--- src/rtl/loop_pkg.sv ---
package loop_pkg;
  localparam int unsigned NCH_DEF   = 16;
  localparam int unsigned SUP_W_DEF = 4;
  localparam int unsigned DAT_W_DEF = 32;
  localparam int unsigned LEAD_DEF  = 4;

  typedef enum logic [1:0] {
    GANG_X1  = 2'd0,
    GANG_X2  = 2'd1,
    GANG_X4  = 2'd2,
    GANG_X4B = 2'd3
  } gang_e;
endpackage

--- src/rtl/loop_slot_ctr.sv ---
module loop_slot_ctr
  import loop_pkg::*;
#(
  parameter int unsigned NCH   = NCH_DEF,
  localparam int unsigned POS_W = $clog2(NCH)
) (
  input  logic             clk_i,
  input  logic             rst_ni,
  input  logic             sync_i,
  input  logic [POS_W-1:0] chan_i,
  input  logic [1:0]       gang_i,
  output logic             owned_o,
  output logic             resync_o
);
  logic [POS_W-1:0] pos_q, pos_eff, mask;
  logic             locked_q;

  always_comb begin
    pos_eff = sync_i ? '0 : pos_q;
    unique case (gang_e'(gang_i))
      GANG_X1: mask = {POS_W{1'b1}};
      GANG_X2: mask = {POS_W{1'b1}} >> 1;
      default: mask = {POS_W{1'b1}} >> 2;
    endcase
    owned_o  = (locked_q | sync_i) && (((pos_eff ^ chan_i) & mask) == '0);
    resync_o = sync_i & locked_q & (pos_q != '0);
  end

  always_ff @(posedge clk_i or negedge rst_ni) begin
    if (!rst_ni) begin
      pos_q    <= '0;
      locked_q <= 1'b0;
    end else begin
      pos_q    <= pos_eff + 1'b1;
      locked_q <= locked_q | sync_i;
    end
  end
endmodule

--- src/rtl/loop_rx_asm.sv ---
module loop_rx_asm #(
  parameter int unsigned WORD_W = 36,
  parameter int unsigned LEAD_W = 4,
  localparam int unsigned CNT_W = $clog2(WORD_W + 1),
  localparam int unsigned ZR_W  = $clog2(LEAD_W + 1)
) (
  input  logic              clk_i,
  input  logic              rst_ni,
  input  logic              slot_i,
  input  logic              bit_i,
  input  logic              abort_i,
  input  logic              ready_i,
  output logic              valid_o,
  output logic [WORD_W-1:0] word_o,
  output logic              overrun_o,
  output logic              busy_o
);
  logic              busy_q, valid_q, ovr_q, done;
  logic [CNT_W-1:0]  cnt_q;
  logic [ZR_W-1:0]   zrun_q;
  logic [WORD_W-2:0] sh_q;
  logic [WORD_W-1:0] word_q;

  assign done      = slot_i & busy_q & ~abort_i & (cnt_q == CNT_W'(WORD_W - 1));
  assign valid_o   = valid_q;
  assign word_o    = word_q;
  assign overrun_o = ovr_q;
  assign busy_o    = busy_q;

  always_ff @(posedge clk_i or negedge rst_ni) begin
    if (!rst_ni) begin
      busy_q <= 1'b0;
      cnt_q  <= '0;
      zrun_q <= '0;
      sh_q   <= '0;
    end else if (abort_i) begin
      busy_q <= 1'b0;
      zrun_q <= '0;
    end else if (slot_i) begin
      if (busy_q) begin
        sh_q  <= {sh_q[WORD_W-3:0], bit_i};
        cnt_q <= cnt_q + 1'b1;
        if (done) begin
          busy_q <= 1'b0;
          zrun_q <= '0;
        end
      end else if (!bit_i) begin
        if (zrun_q != ZR_W'(LEAD_W)) zrun_q <= zrun_q + 1'b1;
      end else if (zrun_q == ZR_W'(LEAD_W)) begin
        busy_q <= 1'b1;
        cnt_q  <= CNT_W'(1);
        sh_q   <= {{(WORD_W-2){1'b0}}, 1'b1};
      end else begin
        zrun_q <= '0;
      end
    end
  end

  // output holding stage
  always_ff @(posedge clk_i or negedge rst_ni) begin
    if (!rst_ni) begin
      valid_q <= 1'b0;
      word_q  <= '0;
      ovr_q   <= 1'b0;
    end else begin
      ovr_q <= 1'b0;
      if (done) begin
        word_q  <= {sh_q, bit_i};
        valid_q <= 1'b1;
        ovr_q   <= valid_q & ~ready_i;
      end else if (valid_q && ready_i) begin
        valid_q <= 1'b0;
      end
    end
  end
endmodule

--- src/rtl/loop_tx_ser.sv ---
module loop_tx_ser #(
  parameter int unsigned WORD_W = 36,
  parameter int unsigned LEAD_W = 4,
  localparam int unsigned FR_W  = LEAD_W + WORD_W,
  localparam int unsigned CNT_W = $clog2(FR_W)
) (
  input  logic              clk_i,
  input  logic              rst_ni,
  input  logic              slot_i,
  input  logic              valid_i,
  input  logic [WORD_W-1:0] word_i,
  output logic              ready_o,
  output logic              bit_o
);
  logic            busy_q;
  logic [FR_W-1:0] sh_q;
  logic [CNT_W-1:0] cnt_q;

  assign ready_o = ~busy_q;
  assign bit_o   = busy_q & sh_q[FR_W-1];

  always_ff @(posedge clk_i or negedge rst_ni) begin
    if (!rst_ni) begin
      busy_q <= 1'b0;
      sh_q   <= '0;
      cnt_q  <= '0;
    end else if (!busy_q) begin
      if (valid_i) begin
        // zero lead-in, then forced start marker
        sh_q   <= {{LEAD_W{1'b0}}, 1'b1, word_i[WORD_W-2:0]};
        cnt_q  <= '0;
        busy_q <= 1'b1;
      end
    end else if (slot_i) begin
      sh_q  <= sh_q << 1;
      cnt_q <= cnt_q + 1'b1;
      if (cnt_q == CNT_W'(FR_W - 1)) busy_q <= 1'b0;
    end
  end
endmodule

--- src/rtl/loop_chan_demux.sv ---
module loop_chan_demux
  import loop_pkg::*;
#(
  parameter int unsigned NCH    = NCH_DEF,
  parameter int unsigned SUP_W  = SUP_W_DEF,
  parameter int unsigned DAT_W  = DAT_W_DEF,
  parameter int unsigned LEAD_W = LEAD_DEF,
  localparam int unsigned POS_W  = $clog2(NCH),
  localparam int unsigned WORD_W = SUP_W + DAT_W
) (
  input  logic              clk_i,
  input  logic              rst_ni,
  input  logic              rx_bit_i,
  input  logic              sync_i,
  input  logic [POS_W-1:0]  chan_i,
  input  logic [1:0]        gang_i,
  output logic              rx_valid_o,
  input  logic              rx_ready_i,
  output logic [WORD_W-1:0] rx_word_o,
  output logic              overrun_o,
  output logic              resync_o,
  input  logic              tx_valid_i,
  output logic              tx_ready_o,
  input  logic [WORD_W-1:0] tx_word_i,
  output logic              tx_bit_o
);
  logic slot_owned, resync_now, rx_busy, tx_own_bit, rsy_q;

  loop_slot_ctr #(.NCH(NCH)) u_slot (
    .clk_i, .rst_ni, .sync_i, .chan_i, .gang_i,
    .owned_o (slot_owned),
    .resync_o(resync_now)
  );

  loop_rx_asm #(.WORD_W(WORD_W), .LEAD_W(LEAD_W)) u_rx (
    .clk_i, .rst_ni,
    .slot_i   (slot_owned),
    .bit_i    (rx_bit_i),
    .abort_i  (resync_now),
    .ready_i  (rx_ready_i),
    .valid_o  (rx_valid_o),
    .word_o   (rx_word_o),
    .overrun_o(overrun_o),
    .busy_o   (rx_busy)
  );

  loop_tx_ser #(.WORD_W(WORD_W), .LEAD_W(LEAD_W)) u_tx (
    .clk_i, .rst_ni,
    .slot_i (slot_owned),
    .valid_i(tx_valid_i),
    .word_i (tx_word_i),
    .ready_o(tx_ready_o),
    .bit_o  (tx_own_bit)
  );

  always_ff @(posedge clk_i or negedge rst_ni) begin
    if (!rst_ni) rsy_q <= 1'b0;
    else         rsy_q <= resync_now;
  end

  assign resync_o = rsy_q;
  assign tx_bit_o = slot_owned ? tx_own_bit : rx_bit_i;
endmodule

--- config.mk ---
export PLATFORM = sky130hd
export DESIGN_NAME = loop_chan_demux
export DESIGN_NICKNAME = d
export VERILOG_FILES = /design/src/rtl/loop_pkg.sv /design/src/rtl/loop_slot_ctr.sv /design/src/rtl/loop_rx_asm.sv /design/src/rtl/loop_tx_ser.sv /design/src/rtl/loop_chan_demux.sv
export SDC_FILE = /design/constraint.sdc
export NUM_CORES = 1
export LEC_CHECK = 0
export ABC_AREA = 1
export BUFFER_PORTS_ARGS = -buffer_cell sky130_fd_sc_hd__buf_4
export CAP_MARGIN = 20
export CELL_PAD_IN_SITES_DETAIL_PLACEMENT = 0
export CELL_PAD_IN_SITES_GLOBAL_PLACEMENT = 1
export CORE_ASPECT_RATIO = 2
export CORE_UTILIZATION = 35
export DETAILED_ROUTE_END_ITERATION = 12
export HOLD_SLACK_MARGIN = 0.15
export PLACE_DENSITY = 0.75
export SLEW_MARGIN = 0
export SYNTH_ARGS = -nofsm -noshare
export SYNTH_HDL_FRONTEND = slang
export SYNTH_SLANG_ARGS = --single-unit
--- constraint.sdc ---
create_clock -name clk_i -period 1.6 [get_ports clk_i]
set_clock_uncertainty 0.05 [all_clocks]
set_input_delay 0.24 -clock clk_i [delete_from_list [all_inputs] [get_ports clk_i]]
set_output_delay 0.24 -clock clk_i [all_outputs]
set_load 0.1 [all_outputs]
==> results.yml <==
setup_path:
  r2r_cells: 12
  crit_chain: "nand2_2, nand2_1, nand2_1, nand2_1, nand2_2, and2b_4, o22ai_4, buf_12"
  rrSetupSlack_ns: -0.27
  slowest_stage: "dfrtp_1"
  r2r-start: "u_slot.pos_q[0]$_DFF_PN0_"
  worstSetupPathType: "flop to output port"
  worstPathRequired_ns: 1.31
  worstPathArrival_ns: 1.75
  slowest_delay_ns: 0.41
  cp-end-kind: "output port"
  timing.rr.end: "u_rx.word_o[5]$_DFFE_PN0P_"
  path_max_fanout: 3
  cp_common_cell: "nand2_1"
  cp-start-kind: "flop"
synth:
  ys_seq_area_share_pct: 56.6
  synth_area_um2: 6010
  syn_nets: 777
  yosysUniqueCellTypes: 28
  ys_ff_latch: 136
  synth_warnings: 0
  syn-mean-instance-area_um2: 8.30
  synth_cells: 724
timing:
  worst_slew_pin_slew_ns: 0.382
  finalCriticalPeriod_ns: 2.04
  max_freq_mhz: 491
  setup_ws_ns: -0.437
  slew-limit-headroom_pct: 74.5
  hold_viol: 0
  slew_viol_final: 0
  rsz0062_at_grt: "yes"
  hold_slack_ns: 0.205
  setup_violations: 121
  min_period_over_period_pct: 127
finish:
  area_growth_pct: 55.5
  utilization_pct: 55.7
  design_area_um2: 9340
  fin_cells: 1143
  nets: 975
  drive_gt1_share_pct: 31.2
global_route:
  grt_antenna_before_repair: 1
  grt_pass1_wl_um: 26800
  gr-total-overflow: 0
  grt_usage_pct: 19.7
  first_global_vias: 5505
  grt_max_degree: 40
clock_tree:
  path_clk_slew_ns: 0.06
  clock_sinks: 136
  cts_made_buffers: 17
  clock-root-buffer: "clkbuf_16"
  clk_latency_ns: 0.42
  clock_path_buffers: 2
  cts_tree: "built"
  cts_max_level: 4
drt:
  drtIter0Drc: 164
  ant_nets: 0
  drc: 0
  routedWlPerCell_um: 15.5
  drt-vias-per-instance: 4.72
  vias: 5395
  postRouteWirelength_um: 17700
  firstDrtPassIters: 4
min_path:
  hold_start: "rx_bit_i"
  min_path_cells: 5
  holdCritPathClass: "primary input to flop"
  hold_end: "u_rx.zrun_q[0]$_DFFE_PN0P_"
placement:
  place_area_um2: 7190
  place_inst: 1027
  place_hpwl_um: 9620
  port_buffers: 87
  globalplace.congestion: 0.776
die:
  ios: 89
  dieArea_um2: 17700
  dieHeight_um: 187
  coreArea_um2: 16800
  start_util_pct: 35.8
  row_count: 67
  die_w_um: 94.6
run:
  maxCapViolCount: 0
run_status:
  violations: "negative setup slack"
  outcome: "complete, but fails checks"
power:
  ir_worst_vdd_mv: 0.794
  power_density_nw_per_um2: 1110
  cellLeakagePower_nw: 4.73
## Yosys cell counts
library cell | instances | share of area [%]
clkbuf_1 | 11 | 0.69
inv_1 | 61 | 3.8
buf_4 | 6 | 0.75
nor2_4 | 1 | 0.19
xnor2_1 | 3 | 0.44
nand3b_1 | 1 | 0.12
o21ai_1 | 65 | 5.4
buf_2 | 13 | 1.1
dfrtp_1 | 136 | 57
nor2_2 | 1 | 0.10
inv_2 | 3 | 0.19
buf_6 | 3 | 0.56
or2_2 | 1 | 0.10
nor3_2 | 1 | 0.17
nand3_1 | 59 | 4.9
nor3_1 | 2 | 0.17
nand2_2 | 2 | 0.21
nand4_1 | 5 | 0.52
nand2_4 | 1 | 0.19
buf_1 | 2 | 0.12
nand2_1 | 298 | 19
and2b_4 | 1 | 0.17
ha_1 | 5 | 1.0
nand3_2 | 1 | 0.17
o21ai_0 | 18 | 1.5
nor2_1 | 16 | 1.0
o22ai_1 | 1 | 0.10
xor2_1 | 7 | 1.0
## state kept, by name, indices dropped and copies added, names as in the netlist
register         count
u_rx.word_o         36
u_rx.sh_q           35
u_slot.pos_q         4
u_rx.valid_o         1
u_tx.cnt_q           6
u_tx.busy_q          1
u_rx.zrun_q          3
u_rx.overrun_o       1
u_tx.sh_q           40
u_rx.busy_o          1
u_slot.locked_q      1
u_rx.cnt_q           6
resync_o             1
## cell type report
type                    instances  area [um2]
repair buffers                214        2340
clock buffers                  21         460
clock inverters                11         123
multi-input cells             489        2510
inverters                      64         245
fillers                      1541        7420
diodes                          1        2.50
well taps                     207         259
flip-flops and latches        136        3400
## metrics by stage
stage               total power (W)  TNS [ns]  setup slack, ns
finish                       0.0104    -18.79           -0.437
global route                 0.0110    -32.88           -0.509
CTS                          0.0103    -15.31           -0.468
detailed placement          0.00619    -13.29           -0.191
global placement            0.00613    -10.96           -0.180
floorplan                   0.00558    -0.366           -0.366
## placed cells by master, fill, tap and decap left out, types with 2 or more instances in the layout
cell           synthesis  routed
buf_12                 0      15
buf_16                 0       8
buf_4                  6     119
buf_6                  3      17
buf_8                  0       3
bufinv_16              0       2
clkbuf_1              11       2
clkbuf_16              0      28
clkbuf_8               0       2
clkinv_2               0       3
clkinvlp_4             0       4
dfrtp_1              136     136
dlygate4sd3_1          0      41
ha_1                   5       4
inv_1                 61      59
inv_2                  3       4
inv_6                  0       2
nand2_1              298     279
nand2_2                2      16
nand2_4                1       3
nand2_8                0       3
nand3_1               59      58
nand4_1                5       5
nor2_1                16      14
nor2_4                 1       3
nor3_2                 1       2
o21ai_0               18       6
o21ai_1               65      28
o21ai_2                0      49
xnor2_1                3       2
xor2_1                 7       7
## what timing repair did
action | in CTS | in global routing
pin swaps | 7 | 8
hold endpoints to repair | 177 | 0
gates resized for setup | 22 | 113
gates cloned | 9 | 12
setup buffers | 15 | 18
endpoints found under the setup margin | 88 | 132
hold buffers | 41 | 0
## worst max-delay path by stage
stage,from,end,slack (ns),cells past startpoint
finish,u_slot.pos_q[2]$_DFF_PN0_,tx_bit_o,-0.44,8
global route,u_slot.pos_q[2]$_DFF_PN0_,tx_bit_o,-0.51,8
CTS,u_slot.pos_q[2]$_DFF_PN0_,tx_bit_o,-0.47,8
detailed placement,sync_i,tx_bit_o,-0.19,9
global placement,u_slot.locked_q$_DFF_PN0_,tx_bit_o,-0.18,6
floorplan,u_slot.pos_q[0]$_DFF_PN0_,tx_bit_o,-0.37,7
## routing by layer
metal	up-vias	wire length [um]	GRT usage (%)
li1	2675	-	-
met1	2591	6630	22.3
met2	98	10200	35.4
met3	31	428	3.05
met4	0	435	8.92
met5	-	0	0
## cell families after synthesis
group / after synthesis / synth area share (%)
AND/OR/NAND/NOR: 390 / 26.6
flip-flops: 136 / 56.6
buffers and inverters: 99 / 7.21
AO/OA/AOI/OAI: 84 / 7.02
XOR/XNOR: 10 / 1.46
adder cells (fa/ha/maj): 5 / 1.04
## power breakdown
group,internal (W),leakage [nW],switching (W)
sequential,0.00405,1.82,0.000349
clock,0.00237,0.275,0.00150
combinational,0.000958,2.63,0.00112
## critical path, delay by kind of cell (launching register included)
family                 cells  cell delay (ns)
flip-flops                 1             0.41
buffers and inverters      1             0.20
AND/OR/NAND/NOR            6             0.53
AO/OA/AOI/OAI              1             0.19
Note: power is estimated with default switching activity, not from simulation.
